`config.mk`:
```
export PLATFORM = sky130hd
export DESIGN_NAME = owire_slot_monitor
export DESIGN_NICKNAME = d
export VERILOG_FILES = /design/src/rtl/owm_pkg.sv /design/src/rtl/owm_line_sync.sv /design/src/rtl/owm_sat_counter.sv /design/src/rtl/owm_cmd_tracker.sv /design/src/rtl/owire_slot_monitor.sv
export SDC_FILE = /design/constraint.sdc
export NUM_CORES = 1
export LEC_CHECK = 0
export BUFFER_PORTS_ARGS = -buffer_cell sky130_fd_sc_hd__clkbuf_2
export CAP_MARGIN = 20
export CORE_MARGIN = 3
export CORE_UTILIZATION = 45
export DETAILED_ROUTE_END_ITERATION = 12
export PLACE_DENSITY_LB_ADDON = 0.1
export SYNTH_ARGS = -nofsm -noshare
export SYNTH_HDL_FRONTEND = slang
export SYNTH_SLANG_ARGS = --single-unit
```
`constraint.sdc`:
```
create_clock -name clk -period 1.9 [get_ports clk]
set_clock_uncertainty 0.05 [all_clocks]
set_input_delay 0.19 -clock clk [delete_from_list [all_inputs] [get_ports clk]]
set_output_delay 0.19 -clock clk [all_outputs]
set_load 0.02 [all_outputs]
```
`src/rtl/owm_pkg.sv`:
```
package owm_pkg;
  typedef enum logic [2:0] {
    ST_IDLE,   // line high, waiting for a low
    ST_DSAMP,  // waiting for the data sample point
    ST_DEND,   // waiting for the slot end check
    ST_RISE,   // long low, waiting for the line to rise
    ST_PRES,   // waiting for the presence sample point
    ST_REND    // waiting for the reset slot end check
  } mon_state_t;

  localparam logic [7:0] CMD_OD_A = 8'h3C;
  localparam logic [7:0] CMD_OD_B = 8'h69;
endpackage

```
`src/rtl/owm_line_sync.sv`:
```
module owm_line_sync #(
  parameter int STAGES = 2
) (
  input  logic clk,
  input  logic rst,
  input  logic line_in,
  output logic line_q
);
  logic [STAGES-1:0] chain;

  // the bus idles high, so every stage resets to 1
  always_ff @(posedge clk) begin
    if (rst) chain <= '1;
    else     chain <= {chain[STAGES-2:0], line_in};
  end

  assign line_q = chain[STAGES-1];
endmodule

```
`src/rtl/owm_sat_counter.sv`:
```
module owm_sat_counter #(
  parameter int W = 12
) (
  input  logic         clk,
  input  logic         rst,
  input  logic         en,
  input  logic         load,
  output logic [W-1:0] cnt
);
  localparam logic [W-1:0] CNT_MAX = '1;

  always_ff @(posedge clk) begin
    if (rst)                         cnt <= '0;
    else if (load)                   cnt <= W'(1);
    else if (en && cnt != CNT_MAX)   cnt <= cnt + W'(1);
  end


  cnt_saturate_chk: assert property (@(posedge clk) disable iff (rst)
    (en && !load && cnt == CNT_MAX) |=> cnt == CNT_MAX);


  cnt_load_chk: assert property (@(posedge clk) disable iff (rst)
    load |=> cnt == W'(1));
endmodule

```
`src/rtl/owm_cmd_tracker.sv`:
```
module owm_cmd_tracker
  import owm_pkg::*;
(
  input  logic clk,
  input  logic rst,
  input  logic bit_evt,
  input  logic bit_v,
  input  logic long_rst,
  output logic od,
  output logic enter
);
  logic [6:0] cmd_q;
  logic [3:0] idx;     // 8 means no byte is being collected
  logic [7:0] full_byte;

  assign full_byte = {bit_v, cmd_q};
  assign enter = bit_evt && (idx == 4'd7) &&
                 ((full_byte == CMD_OD_A) || (full_byte == CMD_OD_B));

  always_ff @(posedge clk) begin
    if (rst) begin
      cmd_q <= '0;
      idx   <= 4'd8;
      od    <= 1'b0;
    end else if (long_rst) begin
      cmd_q <= '0;
      idx   <= 4'd0;
      od    <= 1'b0;
    end else if (bit_evt && idx < 4'd8) begin
      if (idx < 4'd7) cmd_q[idx[2:0]] <= bit_v;
      idx <= idx + 4'd1;
      if (enter) od <= 1'b1;
    end
  end


  enter_sets_od_chk: assert property (@(posedge clk) disable iff (rst)
    enter |=> od);


  long_rst_clears_od_chk: assert property (@(posedge clk) disable iff (rst)
    long_rst |=> !od);
endmodule

```
`src/rtl/owire_slot_monitor.sv`:
```
module owire_slot_monitor
  import owm_pkg::*;
#(
  parameter int CNT_W   = 12,
  parameter int N_SMP   = 15,
  parameter int N_SLOT  = 60,
  parameter int N_RST   = 480,
  parameter int N_PRES  = 70,
  parameter int N_RSLOT = 400,
  parameter int O_SMP   = 2,
  parameter int O_SLOT  = 8,
  parameter int O_RST   = 48,
  parameter int O_PRES  = 9,
  parameter int O_RSLOT = 48
) (
  input  logic clk,
  input  logic rst,
  input  logic smp_en,
  input  logic line_in,
  output logic bit_stb,
  output logic bit_val,
  output logic rst_stb,
  output logic present,
  output logic od_enter_stb,
  output logic od_exit_stb
);
  localparam logic [CNT_W-1:0] TN_SMP   = CNT_W'(N_SMP);
  localparam logic [CNT_W-1:0] TN_SLOT  = CNT_W'(N_SLOT);
  localparam logic [CNT_W-1:0] TN_RST   = CNT_W'(N_RST);
  localparam logic [CNT_W-1:0] TN_PRES  = CNT_W'(N_PRES);
  localparam logic [CNT_W-1:0] TN_RSLOT = CNT_W'(N_RSLOT);
  localparam logic [CNT_W-1:0] TO_SMP   = CNT_W'(O_SMP);
  localparam logic [CNT_W-1:0] TO_SLOT  = CNT_W'(O_SLOT);
  localparam logic [CNT_W-1:0] TO_RST   = CNT_W'(O_RST);
  localparam logic [CNT_W-1:0] TO_PRES  = CNT_W'(O_PRES);
  localparam logic [CNT_W-1:0] TO_RSLOT = CNT_W'(O_RSLOT);

  mon_state_t       state;
  logic             lvl;
  logic [CNT_W-1:0] cnt;
  logic             od, enter;
  logic             dbit, psmp;
  logic             cnt_load, cnt_en;
  logic             long_hit, rst_hit, bit_evt, long_rst;
  logic [CNT_W-1:0] t_smp, t_slot, t_pres, t_rslot;

  owm_line_sync #(.STAGES(2)) u_sync (
    .clk(clk), .rst(rst), .line_in(line_in), .line_q(lvl)
  );

  owm_sat_counter #(.W(CNT_W)) u_cnt (
    .clk(clk), .rst(rst), .en(cnt_en), .load(cnt_load), .cnt(cnt)
  );

  owm_cmd_tracker u_cmd (
    .clk(clk), .rst(rst), .bit_evt(bit_evt), .bit_v(dbit),
    .long_rst(long_rst), .od(od), .enter(enter)
  );

  // speed-dependent check points
  always_comb begin
    t_smp   = od ? TO_SMP   : TN_SMP;
    t_slot  = od ? TO_SLOT  : TN_SLOT;
    t_pres  = od ? TO_PRES  : TN_PRES;
    t_rslot = od ? TO_RSLOT : TN_RSLOT;
  end

  assign long_hit = cnt > TN_RST;
  assign rst_hit  = long_hit || (od && cnt > TO_RST);
  assign cnt_en   = smp_en && (state != ST_IDLE);
  assign cnt_load = smp_en && (((state == ST_IDLE) && !lvl) ||
                               ((state == ST_RISE) && lvl && rst_hit));
  assign bit_evt  = smp_en && (state == ST_DEND) && (cnt == t_slot) && lvl;
  assign long_rst = smp_en && (state == ST_RISE) && lvl && long_hit;

  always_ff @(posedge clk) begin
    if (rst) begin
      state        <= ST_IDLE;
      bit_stb      <= 1'b0;
      bit_val      <= 1'b0;
      rst_stb      <= 1'b0;
      present      <= 1'b0;
      od_enter_stb <= 1'b0;
      od_exit_stb  <= 1'b0;
      dbit         <= 1'b0;
      psmp         <= 1'b1;
    end else begin
      bit_stb      <= 1'b0;
      rst_stb      <= 1'b0;
      od_enter_stb <= 1'b0;
      od_exit_stb  <= 1'b0;
      if (smp_en) begin
        unique case (state)
          ST_IDLE:  if (!lvl) state <= ST_DSAMP;
          ST_DSAMP: if (cnt == t_smp) begin
                      dbit  <= lvl;
                      state <= ST_DEND;
                    end
          ST_DEND:  if (cnt == t_slot) begin
                      if (lvl) begin
                        bit_stb      <= 1'b1;
                        bit_val      <= dbit;
                        od_enter_stb <= enter;
                        state        <= ST_IDLE;
                      end else begin
                        state <= ST_RISE;
                      end
                    end
          ST_RISE:  if (lvl) begin
                      if (rst_hit) begin
                        od_exit_stb <= long_hit && od;
                        state       <= ST_PRES;
                      end else begin
                        state <= ST_IDLE;
                      end
                    end
          ST_PRES:  if (cnt == t_pres) begin
                      psmp  <= lvl;
                      state <= ST_REND;
                    end
          ST_REND:  if (cnt == t_rslot) begin
                      if (lvl) begin
                        rst_stb <= 1'b1;
                        present <= !psmp;
                        state   <= ST_IDLE;
                      end else begin
                        state <= ST_RISE;
                      end
                    end
          default:  state <= ST_IDLE;
        endcase
      end
    end
  end


  strobes_exclusive_chk: assert property (@(posedge clk) disable iff (rst)
    $onehot0({bit_stb, rst_stb}));


  enter_with_bit_chk: assert property (@(posedge clk) disable iff (rst)
    od_enter_stb |-> bit_stb && od);


  exit_only_from_od_chk: assert property (@(posedge clk) disable iff (rst)
    od_exit_stb |-> $past(od) && !od);


  rst_after_slot_end_chk: assert property (@(posedge clk) disable iff (rst)
    rst_stb |-> $past(state) == ST_REND);


  idle_sample_gate_chk: assert property (@(posedge clk) disable iff (rst)
    !smp_en |=> $stable(state));
endmodule

```
Word-level counts from Yosys, hierarchy flattened

Cells that the tools add are included.
Widths: inputs -> output; s select.

Flip-flop bits (word level): 37
Input bits: 4
Output and inout bits: 6
Logic and storage cells: 112

Add/subtract/negate cells: 2
Order comparisons: 6
Equal/unequal tests: 19
Mux-type cells: 21
Bitwise operators: 8
Reduce and logical (&&, ||, !) cells: 40

Operators by type and width:

| operator              | number |
|---|---|
| $mux 3                | 7 |
| $logic_and 1x1->1     | 18 |
| $pmux 3 s6            | 1 |
| $add 12x1->12 const B | 1 |
| $eq 12x4->1           | 1 |
| $eq 12x6->1           | 1 |
| $eq 12x7->1           | 1 |
| $eq 12x9->1           | 1 |
| $gt 12x6->1 const B   | 1 |
| $gt 12x9->1 const B   | 1 |
| $mux 4                | 3 |
| $ne 12x12->1 const B  | 1 |
| $reduce_or 5->1       | 2 |
| $mux 9                | 1 |
| $eq 8x6->1 const B    | 1 |
| $eq 8x7->1 const B    | 1 |
| $ne 2x2->1 const B    | 4 |
| $not 1->1             | 8 |
| $reduce_and 4->1      | 2 |
| $reduce_or 4->1       | 2 |
| $bwmux 7              | 1 |
| $mux 7                | 1 |
| $reduce_and 7->1      | 1 |
| $eq 3x2->1 const B    | 2 |
| other kinds (21)      | 33 |

Logic depth before layout (Yosys ltp)

Depth in word-level cells: 7
Depth in mapped cells: 8
Gate-level depth less buffers: 7

Modules after synthesis

Synthesis repeated with hierarchy kept, for this count alone.

Cells, all modules: 229
Area, all modules: 2100.8 um2

By module, submodules not included:

| module             | times used | cells an instance | area an instance (um2) | seq. area each (um2) |
|---|---|---|---|---|
| owire_slot_monitor | 1          | 92                | 827.0                  | 220.2 |
| owm_sat_counter    | 1          | 70                | 628.1                  | 240.2 |
| owm_cmd_tracker    | 1          | 63                | 593.1                  | 240.2 |
| owm_line_sync      | 1          | 4                 | 52.6                   | 40.0 |

Least setup slack after synthesis

Ideal clock, no wire load.

Kind: register to register
From: register u_cnt.cnt[2]
To: register u_cmd.cmd_q[1]
Setup time: 0.071 ns
Data arrival time: 2.021 ns
Data required time: 1.779 ns
Slack: -0.241 ns
Cell stages (with the launch flop): 6
Buffers on the path: 0
Period minus slack after synthesis: 2.141 ns
Cell sequence: dfxtp_1 or4b_4 a2111oi_4 nand3_1 or4_1 a21oi_1

Longest elaborated chain between the ends: 5
Elaborated cells on any way between the ends: 8
Those cells by class: order compare (1); eq/ne (1); reduce/logical (6)

Ends and longest elaborated chain:

| what                                                                | line                  | source |
|---|---|---|
| start: declaration                                                  | owm_sat_counter.sv:8  | `output logic [W-1:0] cnt` |
| start signal: assignment                                            | owm_sat_counter.sv:15 | `else if (en && cnt != CNT_MAX) cnt <= cnt + W'(1);` |
| parallel branches: the longest is 5 deep, another holds $gt 12x9->1 | -                     |  |
| end signal: indexed assignment                                      | owm_cmd_tracker.sv:30 | `if (idx < 4'd7) cmd_q[idx[2:0]] <= bit_v;` |
| end: declaration                                                    | owm_cmd_tracker.sv:12 | `logic [6:0] cmd_q;` |

Parallel ways; which one is timed is not known.
A chain may end at the register's enable or synchronous reset.

Final worst setup path

From: register u_cnt.cnt[5]
To: register u_cmd.cmd_q[0]

Same word-level chain as after synthesis.

==> results_dict.tcl <==
set metrics [dict create \
    outcome "finished, violations left" \
    violations "setup timing" \
    start_util_pct 49.1 \
    fillers 379 \
    numPortBuffers 9 \
    clockBufferDepth 2 \
    timing.hold.ws_ns 0.0255 \
    worst_path_max_delay_cell "or4b_4" \
    synth-seq-cells 37 \
    die_area_um2 5430 \
    peakVddDrop_v 0.000445 \
    antenna_found_initial 0 \
    yosysTopAreaCell "dfxtp_1" \
    totalNegativeSetupSlack_ns -2.26 \
    end_kind "register" \
    p_per_area_nw_per_um2 613 \
    clock_latency_ns 0.29 \
    core.rowCount 23 \
    dpl.hpwl_um 3660 \
    synth_top_area_share_pct 35.9 \
    antenna_cells 0 \
    setup_violations 17 \
    cts_tree "yes" \
    critPathKind "reg -> reg" \
    drtIter0Drc 98 \
    fp.coreArea_um2 4200 \
    power_mw 1.67 \
    grt_first_pass_wirelength_um 8830 \
    crit_required_ns 2.08 \
    drive_gt1_share_pct 34.1 \
    hold_viol 0 \
    max_cap_viol_count 0 \
    holdCritPathClass "in -> reg" \
    gp_congestion 0.886 \
    setup_ws_ns -0.218 \
    synth_cells 247 \
    cts.clk_slew.worst_paths_ns 0.08 \
    synth_area_leaders "dfxtp_1 (36%), a21oi_1 (3.9%), nor2_1 (3.5%)" \
    p_leak_nw 1.02 \
    finalWirelength_um 5260 \
    dp.cells 328 \
    dp_slack_ns -0.215 \
    syn2layout_area_growth_pct 32.0 \
    first_pass_iters 4 \
    crit_chain "or4b_4 -> a2111oi_4 -> buf_4 -> nand3b_4 -> or4_4 -> a21oi_2" \
    grt_max_degree 15 \
    worst_slew_pin_slew_ns 0.426 \
    die_w_um 73.7 \
    die_h_um 73.7 \
    grt_usage_pct 20.9 \
    max_freq_mhz 472 \
    avgSynthCellArea_um2 8.35 \
    cpPeakStageDelay_ns 0.55 \
    async_reset_ff_share_pct 0 \
    synth_flop_cell "dfxtp_1" \
    cts.sinks 37 \
    synth-edff-count 0 \
    fin_crit_sh_pct 111 \
    vias 2002 \
    ys_seq_area_share_pct 35.9 \
    yosysWarnings 0 \
    slew_headroom_pct 71.2 \
    synth.most_common_cell "dfxtp_1" \
    netlist_top_cells_count "dfxtp_1 (37), nor2_1 (19), clkbuf_1 (17), a21oi_1 (16)" \
    grt-ovfl-total 0 \
    finalNonFillerCells 340 \
    root_buffer "clkbuf_8" \
    cp-start-kind "register" \
    crit_fanout 5 \
    regArea_um2 746 \
    multiInputGateArea_um2 1380 \
    ctsHoldBuffers 0 \
    arrival_ns 2.30 \
    grt_pass1_vias 1851 \
    syn-cell-area_um2 2060 \
    wl_per_cell_um 15.5 \
    grt_setup_unrepaired "yes" \
    cts_htree_levels 2 \
    cts_buffers 5 \
    period_needed_ns 2.12 \
    synth_nets 254 \
    drtAntennaViolNets 0 \
    fin_nets 296 \
    ios 10 \
    synth_cell_types 48 \
    drc 0 \
    vias_per_cell 5.89 \
    slew_violations 0 \
]
## through the flow
| step | area, um2 | utilization (%) |
|---|---|---|
| 2_1_floorplan | 2080 | - |
| 3_3_place_gp | 2420 | 57.5 |
| 3_5_place_dp | 2420 | 57.5 |
| 4_1_cts | 2590 | 61.7 |
| 5_1_grt | 2720 | 64.8 |
| 6_report | 2720 | 64.8 |
## report_power, final
group          internal, mW  total, mW  switching [mW]
Combinational        0.0736      0.160          0.0862
Clock                 0.427      0.720           0.293
Sequential            0.784      0.790         0.00531
## worst paths after layout
check	from	endpoint	slack, ns	cells after the start
max	u_cnt.cnt[5]$_SDFFE_PP0P_	u_cmd.cmd_q[0]$_SDFFE_PP0P_	-0.22	6
min	line_in	u_sync.chain[0]$_SDFF_PP1_	0.03	2
max reg2reg	u_cnt.cnt[5]$_SDFFE_PP0P_	u_cmd.cmd_q[0]$_SDFFE_PP0P_	-0.22	6
min reg2reg	u_sync.chain[0]$_SDFF_PP1_	u_sync.chain[1]$_SDFF_PP1_	0.37	1
## area by class of cell
class	count	area share, %
flip-flops and latches	37	27.4
clock buffers	6	3.03
multi-input cells	184	50.8
repair buffers	52	13.9
clock inverters	2	1.38
well taps	50	2.30
inverters	9	1.24
## worst max-delay path, delay by kind of cell (launching register included)
family                 cells  cell delay [ns]
and+or+nand+nor            3             1.07
DFF                        1             0.33
buffers and inverters      1             0.20
AOI/OAI and AO/OA          2             0.41
## cells in the final DEF (no fill, tap or decap), types with 3 or more instances in the layout
cell type   n
o21ai_0     9
nor3_1      7
nand3_1     9
nand4_1     9
nand2b_1    5
a21oi_1    11
a21oi_2     5
o31ai_1     3
inv_1       9
xor2_1      7
clkbuf_2    9
clkbuf_8    6
a31oi_1     3
dfxtp_2     4
nor4bb_1    3
buf_4      40
nor4b_1     4
o211ai_1    6
dfxtp_1    33
nor2_1     18
nand2_1     8
mux2i_1     5
or2_2       5
nand4b_1    3
buf_6       3
or3_1       9
## cells by family (layout without fill, tap and decap cells)
| kind of cell | after synthesis | after routing | synth area share (%) |
|---|---|---|---|
| flops | 37 | 37 | 35.9 |
| simple gates | 114 | 114 | 33.5 |
| compound gates | 53 | 53 | 17.8 |
| mux | 5 | 5 | 2.43 |
| fa+ha+maj | 3 | 3 | 1.82 |
| xor+xnor | 9 | 9 | 3.82 |
| buf+inv | 26 | 69 | 4.73 |
## routing by layer
metal  part of all wire, %  up-vias  global-route usage, %
met5                     0        -                      0
met2                    47       36                   32.7
li1                      -     1009                      -
met1                    48      946                   28.2
met3                   3.5       11                   4.79
met4                   2.0        0                   6.84
## registers in the layout, indices dropped and copies added (netlist names)
name          flops
u_cnt.cnt        12
u_cmd.cmd_q       7
u_cmd.idx         4
state             3
u_sync.chain      2
bit_stb           1
bit_val           1
dbit              1
od_enter_stb      1
od_exit_stb       1
present           1
psmp              1
rst_stb           1
u_cmd.od          1
## repair_timing
item / 4_1_cts / 5_1_grt
endpoints found under the setup margin: 18 / 32
gates resized for setup: 7 / 30
setup buffers: 2 / 2
pin swaps: 7 / 16
(Power assumes the default switching activity.)
